File: config.mk
export PLATFORM = sky130hd
export DESIGN_NAME = dco_ratio_encoder
export DESIGN_NICKNAME = d
export VERILOG_FILES = /design/src/rtl/dco_enc_pkg.sv /design/src/rtl/ref_normalizer.sv /design/src/rtl/restoring_divider.sv /design/src/rtl/ratio_packer.sv /design/src/rtl/dco_ratio_encoder.sv
export SDC_FILE = /design/constraint.sdc
export NUM_CORES = 1
export LEC_CHECK = 0
export ABC_AREA = 1
export BUFFER_PORTS_ARGS = -buffer_cell sky130_fd_sc_hd__buf_2
export CORE_AREA = 10 10 134 136
export DETAILED_ROUTE_END_ITERATION = 6
export DIE_AREA = 0 0 144 146
export GPL_ROUTABILITY_DRIVEN = 0
export PLACE_DENSITY = 0.62
export SLEW_MARGIN = 20
export SYNTH_ARGS = -nofsm -noshare
export SYNTH_HDL_FRONTEND = slang
export SYNTH_SLANG_ARGS = --single-unit
File: constraint.sdc
create_clock -name clk -period 6.5 [get_ports clk]
set_input_delay 0.325 -clock clk [delete_from_list [all_inputs] [get_ports clk]]
set_output_delay 0.325 -clock clk [all_outputs]
set_load 0.02 [all_outputs]
File: src/rtl/dco_enc_pkg.sv
package dco_enc_pkg;

   // Legal reference clock values in kHz
   localparam int unsigned REF_KHZ_24   = 24000;
   localparam int unsigned REF_KHZ_19P2 = 19200;
   localparam int unsigned REF_KHZ_38P4 = 38400;

   // Scale from MHz to kHz applied to the DCO target
   localparam int unsigned KHZ_PER_MHZ  = 1000;

   // Which reference was recognised
   typedef enum logic [1:0] {
      REF_SEL_NONE   = 2'd0,
      REF_SEL_24     = 2'd1,
      REF_SEL_19P2   = 2'd2,
      REF_SEL_HALVED = 2'd3
   } ref_sel_e;

endpackage

File: src/rtl/ref_normalizer.sv
module ref_normalizer
   import dco_enc_pkg::*;
#(
   parameter int REF_W = 16
) (
   input  logic [REF_W-1:0] ref_khz,
   output logic [REF_W-1:0] ref_eff,
   output logic             ref_legal,
   output ref_sel_e         ref_sel
);

   if (REF_W < 16) begin : g_bad_width
      $error("ref_normalizer: REF_W must hold 38400");
   end

   localparam logic [REF_W-1:0] K24   = REF_W'(REF_KHZ_24);
   localparam logic [REF_W-1:0] K19P2 = REF_W'(REF_KHZ_19P2);
   localparam logic [REF_W-1:0] K38P4 = REF_W'(REF_KHZ_38P4);

   always_comb begin
      ref_eff   = '0;
      ref_legal = 1'b0;
      ref_sel   = REF_SEL_NONE;
      if (ref_khz == K24) begin
         ref_eff   = K24;
         ref_legal = 1'b1;
         ref_sel   = REF_SEL_24;
      end else if (ref_khz == K19P2) begin
         ref_eff   = K19P2;
         ref_legal = 1'b1;
         ref_sel   = REF_SEL_19P2;
      end else if (ref_khz == K38P4) begin
         // the clock path halves this reference ahead of the PLL
         ref_eff   = K19P2;
         ref_legal = 1'b1;
         ref_sel   = REF_SEL_HALVED;
      end
   end

endmodule

File: src/rtl/restoring_divider.sv
module restoring_divider #(
   parameter int QW   = 39,
   parameter int DV_W = 16
) (
   input  logic            clk,
   input  logic            rst_n,
   input  logic            load,
   input  logic [QW-1:0]   dividend,
   input  logic [DV_W-1:0] divisor,
   output logic            busy,
   output logic            done,
   output logic [QW-1:0]   quotient,
   output logic            rem_nz
);

   localparam int CNT_W = $clog2(QW + 1);

   if (QW < 2) begin : g_bad_qw
      $error("restoring_divider: QW must be at least 2");
   end

   logic [QW-1:0]   dvd_q;
   logic [DV_W-1:0] div_q;
   logic [DV_W-1:0] rem_q;
   logic [CNT_W-1:0] cnt_q;

   logic [DV_W:0] trial;
   logic [DV_W:0] trial_sub;
   logic          ge;

   always_comb begin
      trial     = {rem_q, dvd_q[QW-1]};
      ge        = (trial >= {1'b0, div_q});
      trial_sub = trial - {1'b0, div_q};
   end

   always_ff @(posedge clk or negedge rst_n) begin
      if (!rst_n) begin
         dvd_q    <= '0;
         div_q    <= '0;
         rem_q    <= '0;
         cnt_q    <= '0;
         quotient <= '0;
         busy     <= 1'b0;
         done     <= 1'b0;
      end else begin
         done <= 1'b0;
         if (load && !busy) begin
            dvd_q    <= dividend;
            div_q    <= divisor;
            rem_q    <= '0;
            quotient <= '0;
            cnt_q    <= CNT_W'(QW);
            busy     <= 1'b1;
         end else if (busy) begin
            dvd_q    <= {dvd_q[QW-2:0], 1'b0};
            quotient <= {quotient[QW-2:0], ge};
            rem_q    <= ge ? trial_sub[DV_W-1:0] : trial[DV_W-1:0];
            cnt_q    <= cnt_q - 1'b1;
            if (cnt_q == CNT_W'(1)) begin
               busy <= 1'b0;
               done <= 1'b1;
            end
         end
      end
   end

   assign rem_nz = |rem_q;

   // partial remainder never reaches the divisor during a run
   assert_rem_below_div_R4: assert property (@(posedge clk) disable iff (!rst_n)
      busy |-> (rem_q < div_q))
      else $error("remainder reached divisor");

   // busy only drops when a result is delivered
   assert_busy_fall_done_R7: assert property (@(posedge clk) disable iff (!rst_n)
      $fell(busy) |-> done)
      else $error("busy fell without done");

   // done is a single-cycle pulse
   assert_done_pulse_R7: assert property (@(posedge clk) disable iff (!rst_n)
      done |=> !done)
      else $error("done longer than one cycle");

   // a load while running does not restart the count
   assert_no_restart_R8: assert property (@(posedge clk) disable iff (!rst_n)
      (busy && load && cnt_q > CNT_W'(1)) |=> (cnt_q == $past(cnt_q) - 1'b1))
      else $error("load disturbed a running division");

endmodule

File: src/rtl/ratio_packer.sv
module ratio_packer #(
   parameter int QW       = 39,
   parameter int INT_W    = 10,
   parameter int FRAC_W   = 15,
   parameter int FRAC_LSB = 10,
   parameter int WORD_W   = 32,
   parameter bit ROUND_UP = 1'b1
) (
   input  logic [QW-1:0]     quotient,
   input  logic              rem_nz,
   output logic [INT_W-1:0]  dco_int,
   output logic [FRAC_W-1:0] dco_frac,
   output logic [WORD_W-1:0] cfg_word,
   output logic              int_ovf,
   output logic              frac_carry
);

   if (FRAC_LSB < INT_W) begin : g_bad_overlap
      $error("ratio_packer: fraction field overlaps integer field");
   end
   if (FRAC_LSB + FRAC_W > WORD_W) begin : g_bad_word
      $error("ratio_packer: fraction field exceeds word");
   end
   if (QW < FRAC_W + INT_W) begin : g_bad_qw
      $error("ratio_packer: quotient narrower than fields");
   end

   localparam int TOP_W = QW - FRAC_W - INT_W;

   logic [FRAC_W:0] frac_sum;

   if (ROUND_UP) begin : g_ceil
      always_comb frac_sum = {1'b0, quotient[FRAC_W-1:0]} + {{FRAC_W{1'b0}}, rem_nz};
   end else begin : g_floor
      logic unused_rem;
      assign unused_rem = rem_nz;
      always_comb frac_sum = {1'b0, quotient[FRAC_W-1:0]};
   end

   if (TOP_W > 0) begin : g_ovf
      assign int_ovf = |quotient[QW-1:FRAC_W+INT_W];
   end else begin : g_no_ovf
      assign int_ovf = 1'b0;
   end

   assign dco_int    = quotient[FRAC_W +: INT_W];
   assign dco_frac   = frac_sum[FRAC_W-1:0];
   assign frac_carry = frac_sum[FRAC_W];

   always_comb begin
      cfg_word                      = '0;
      cfg_word[INT_W-1:0]           = dco_int;
      cfg_word[FRAC_LSB +: FRAC_W]  = dco_frac;
   end

endmodule

File: src/rtl/dco_ratio_encoder.sv
module dco_ratio_encoder
   import dco_enc_pkg::*;
#(
   parameter int DCO_W    = 14,
   parameter int REF_W    = 16,
   parameter int INT_W    = 10,
   parameter int FRAC_W   = 15,
   parameter int FRAC_LSB = 10,
   parameter int WORD_W   = 32,
   parameter bit ROUND_UP = 1'b1
) (
   input  logic              clk,
   input  logic              rst_n,
   input  logic              start,
   input  logic [DCO_W-1:0]  dco_mhz,
   input  logic [REF_W-1:0]  ref_khz,
   output logic              busy,
   output logic              done,
   output logic              err,
   output logic [INT_W-1:0]  dco_int,
   output logic [FRAC_W-1:0] dco_frac,
   output logic [WORD_W-1:0] cfg_word
);

   localparam int SCALE_W = $clog2(KHZ_PER_MHZ);
   localparam int NUM_W   = DCO_W + SCALE_W;
   localparam int QW      = NUM_W + FRAC_W;

   if (DCO_W < 1 || FRAC_W < 1 || INT_W < 1) begin : g_bad_param
      $error("dco_ratio_encoder: field widths must be positive");
   end

   logic [REF_W-1:0] ref_eff;
   logic             ref_legal;
   ref_sel_e         ref_sel;
   logic [NUM_W-1:0] num_khz;
   logic [QW-1:0]    dividend;
   logic [QW-1:0]    quotient;
   logic             rem_nz;
   logic             accept;
   logic             int_ovf;
   logic             frac_carry;

   ref_normalizer #(.REF_W(REF_W)) u_ref (
      .ref_khz   (ref_khz),
      .ref_eff   (ref_eff),
      .ref_legal (ref_legal),
      .ref_sel   (ref_sel)
   );

   assign num_khz  = NUM_W'(dco_mhz) * NUM_W'(KHZ_PER_MHZ);
   assign dividend = {num_khz, {FRAC_W{1'b0}}};
   assign accept   = start && !busy;

   restoring_divider #(.QW(QW), .DV_W(REF_W)) u_div (
      .clk      (clk),
      .rst_n    (rst_n),
      .load     (accept && ref_legal),
      .dividend (dividend),
      .divisor  (ref_eff),
      .busy     (busy),
      .done     (done),
      .quotient (quotient),
      .rem_nz   (rem_nz)
   );

   ratio_packer #(
      .QW(QW), .INT_W(INT_W), .FRAC_W(FRAC_W),
      .FRAC_LSB(FRAC_LSB), .WORD_W(WORD_W), .ROUND_UP(ROUND_UP)
   ) u_pack (
      .quotient   (quotient),
      .rem_nz     (rem_nz),
      .dco_int    (dco_int),
      .dco_frac   (dco_frac),
      .cfg_word   (cfg_word),
      .int_ovf    (int_ovf),
      .frac_carry (frac_carry)
   );

   always_ff @(posedge clk or negedge rst_n) begin
      if (!rst_n) err <= 1'b0;
      else        err <= accept && !ref_legal;
   end

   // err only follows an idle start with an illegal reference
   assert_err_cause_R3: assert property (@(posedge clk) disable iff (!rst_n)
      err |-> ($past(start) && !$past(busy) && ($past(ref_sel) == REF_SEL_NONE)))
      else $error("err without illegal request");

   // an illegal reference never starts a division
   assert_err_no_busy_R3: assert property (@(posedge clk) disable iff (!rst_n)
      err |-> !busy && !done)
      else $error("err together with busy or done");

   // integer ratio fits its field
   assert_int_fits_R4: assert property (@(posedge clk) disable iff (!rst_n)
      done |-> !int_ovf)
      else $error("integer ratio overflows field");

   // rounded fraction never wraps
   assert_frac_no_wrap_R5: assert property (@(posedge clk) disable iff (!rst_n)
      done |-> !frac_carry)
      else $error("fraction round-up carried out");

   // results hold while idle
   assert_hold_idle_R9: assert property (@(posedge clk) disable iff (!rst_n)
      (!busy && !$past(busy)) |-> $stable(cfg_word))
      else $error("results changed while idle");

endmodule

==> reports/metrics.yaml <==
p_leak_nw: 4.211
ys_top_cells_by_count: "nand2_1 (279), inv_1 (141), dfrtp_1 (74), nand3_1 (74), ha_1 (61)"
worst_slack_ns: 2.668
p_per_area_nw_per_um2: 275.2
fmax_mhz: 260.9
ys_warn_count: 0
grt_max_degree: 75
crit_buf_inv: 4
root_buffer: "clkbuf_16"
status: "completed"
ys_ff_latch: 74
clock-sinks: 74
yosys.area.top_type: "dfrtp_1"
yosys.area.top_type_share_pct: 26.67
fin_crit_ns: 3.832
synth_cell_types: 37
grt_pass1_vias: 5387
numCtsBuffers: 9
setup_tns_ns: 0
path_delay_family: "adder cells"
track_usage_pct: 14.18
required_ns: 6.73
insertion_delay_ns: 0.34
fin_area_um2: 7555
synth_area_per_cell_um2: 7.598
critPathArrivalTime_ns: 4.06
area_growth_pct: 8.793
max_slew_margin_pct: 36.11
clock_skew_ns: 0.007899
drc: 0
synthCells: 914
critPathKind: "in -> reg"
grt_antenna_before_repair: 0
worstPathCellList: "buf_2 > inv_1 > fa_1 > fa_1 > fa_1 > fa_1 > inv_1 > ha_1 > nand2_1 > inv_1 > a21oi_1 > nor2_1 > nor2_1 > nand2_1 > nand2_1 > nand3_1 > nand2_1 > nand2_1"
cts_tree: "done"
dpl_cell_area_um2: 7227
critPathSlowestCell: "fa_1"
worst_pin_slew_ns: 0.9584
via_per_inst: 4.777
cts_resized: 0
die_area_um2: 21020
drt_pre_antenna_iters: 4
drt.antenna.violating_nets: 0
dp_slack_ns: 2.313
routed_wl_um: 14320
ios: 93
synth_edf_count: 0
grt_pass1_wl_um: 25070
synth.most_common_cell: "nand2_1"
h-tree-depth: 3
placeableCoreArea_um2: 15480
clock_path_buffers: 2
period_share_pct: 58.96
cts_setup_buffers: 0
drive_gt1_share_pct: 13.42
initial_core_util_pct: 44.85
cp_max_fo: 5
r2r_cells: 9
syn_area_um2: 6944
row_count: 46
io_buffer_count: 85
min_path_type: "in -> async"
ctsHoldBuffers: 0
rsz0062_at_grt: "false"
worstSetupPathDepth: 18
yosys_most_used_dff: "dfrtp_1"
setup_violations: 0
start_kind: "input port"
yosysSeqAreaShare_pct: 26.67
synthTopCellsByArea: "dfrtp_1 (27%), nand2_1 (15%), fa_1 (14%), ha_1 (11%), inv_1 (7.6%)"
vdd_drop_max_mv: 0.1857
overflow: 0
reg2reg_slack_ns: 4.13
die_w_um: 144
vias: 5508
die_h_um: 146
wire_per_inst_um: 12.42
async_reset_ff_share_pct: 100.0
finalHoldViolCount: 0
clk_pin_slew_ns: 0.06
finalNetCount: 1097
drv_cap: 0
slew_violations: 0
hpwl_um: 11400
num_antenna_cells: 0
end_kind: "flop"
cpPeakStageDelay_ns: 0.55
cp_common_cell: "nand2_1"
first_iter_violations: 314
cell type report:
type | count | area (um2)
inverter | 151 | 569.3
clock buffer | 11 | 242.7
tap | 192 | 240.2
sequential | 74 | 1852
multi-input combinational | 633 | 4123
clock inverter | 5 | 85.08
timing repair buffer | 87 | 442.9
fill | 1588 | 7928
registers in the layout, summed over array words and instances (netlist names):
name	flops
u_div.done	1
u_div.rem_q	16
err	1
u_div.dvd_q	21
u_div.busy	1
u_div.div_q	3
u_div.cnt_q	6
u_div.quotient	25
worst paths after layout:
check / startpoint / end
hold reg to reg: u_div.dvd_q[18] / u_div.dvd_q[18]
max in group asynchronous: rst_n / u_div.dvd_q[34]
setup reg to reg: u_div.busy / u_div.rem_q[15]
hold / removal: rst_n / u_div.rem_q[7]
setup / recovery: dco_mhz[6] / u_div.dvd_q[35]
min in group clk: dco_mhz[0] / u_div.dvd_q[18]
stage by stage:
stage | util [%] | hold WS (ns) | total power, mW | std cells
floorplan | - | 0.02941 | 1.329 | 920
global placement | 46.68 | 0.4556 | 1.544 | 1137
detailed placement | 46.68 | 0.4623 | 1.553 | 1137
CTS | 48.80 | 0.1857 | 2.106 | 1153
global route | 48.80 | 0.2155 | 2.310 | 1153
finish | 48.80 | 0.1126 | 2.079 | 1153
layout by cell type (no fill, tap or decap), types with 2 or more instances in the layout:
master	n
nand2_1	279
inv_1	141
buf_2	84
nand3_1	74
dfrtp_1	74
ha_1	61
fa_1	47
nor2_1	38
o21ai_0	26
a21oi_1	23
xor2_1	20
inv_2	9
nand4_1	9
clkbuf_16	9
o21ai_1	8
xnor2_1	7
conb_1	7
nor3_1	5
nor3_2	4
o21ai_2	4
nor4_1	3
nand2_2	3
buf_4	3
nor2_2	2
nand3_2	2
and2_1	2
bufinv_16	2
layer usage:
layer | wire length [um] | part of all wire [%] | GRT usage (%)
met4 | 216 | 1.5 | 4.699
met2 | 6847 | 48 | 23.23
met5 | 0 | 0 | 0
met3 | 535 | 3.7 | 1.762
met1 | 6720 | 47 | 18.77
cell families (layout without fill, tap and decap cells):
group	after synthesis	count (layout)	share of synthesized area (%)
AND/OR/NAND/NOR	424	424	25.68
buffers and inverters	213	254	14.36
adder cells (fa/ha/maj)	108	108	24.54
flip-flops	74	74	26.67
AO/OA/AOI/OAI	67	67	5.297
XOR/XNOR	27	27	3.405
other	1	7	0.05400
report_power, final:
group,internal (mW),total (mW),switching [mW]
combinational,0.398,1.08,0.679
sequential,0.461,0.461,0
clock,0.348,0.541,0.193
Note: power is estimated with default switching activity, not from simulation.
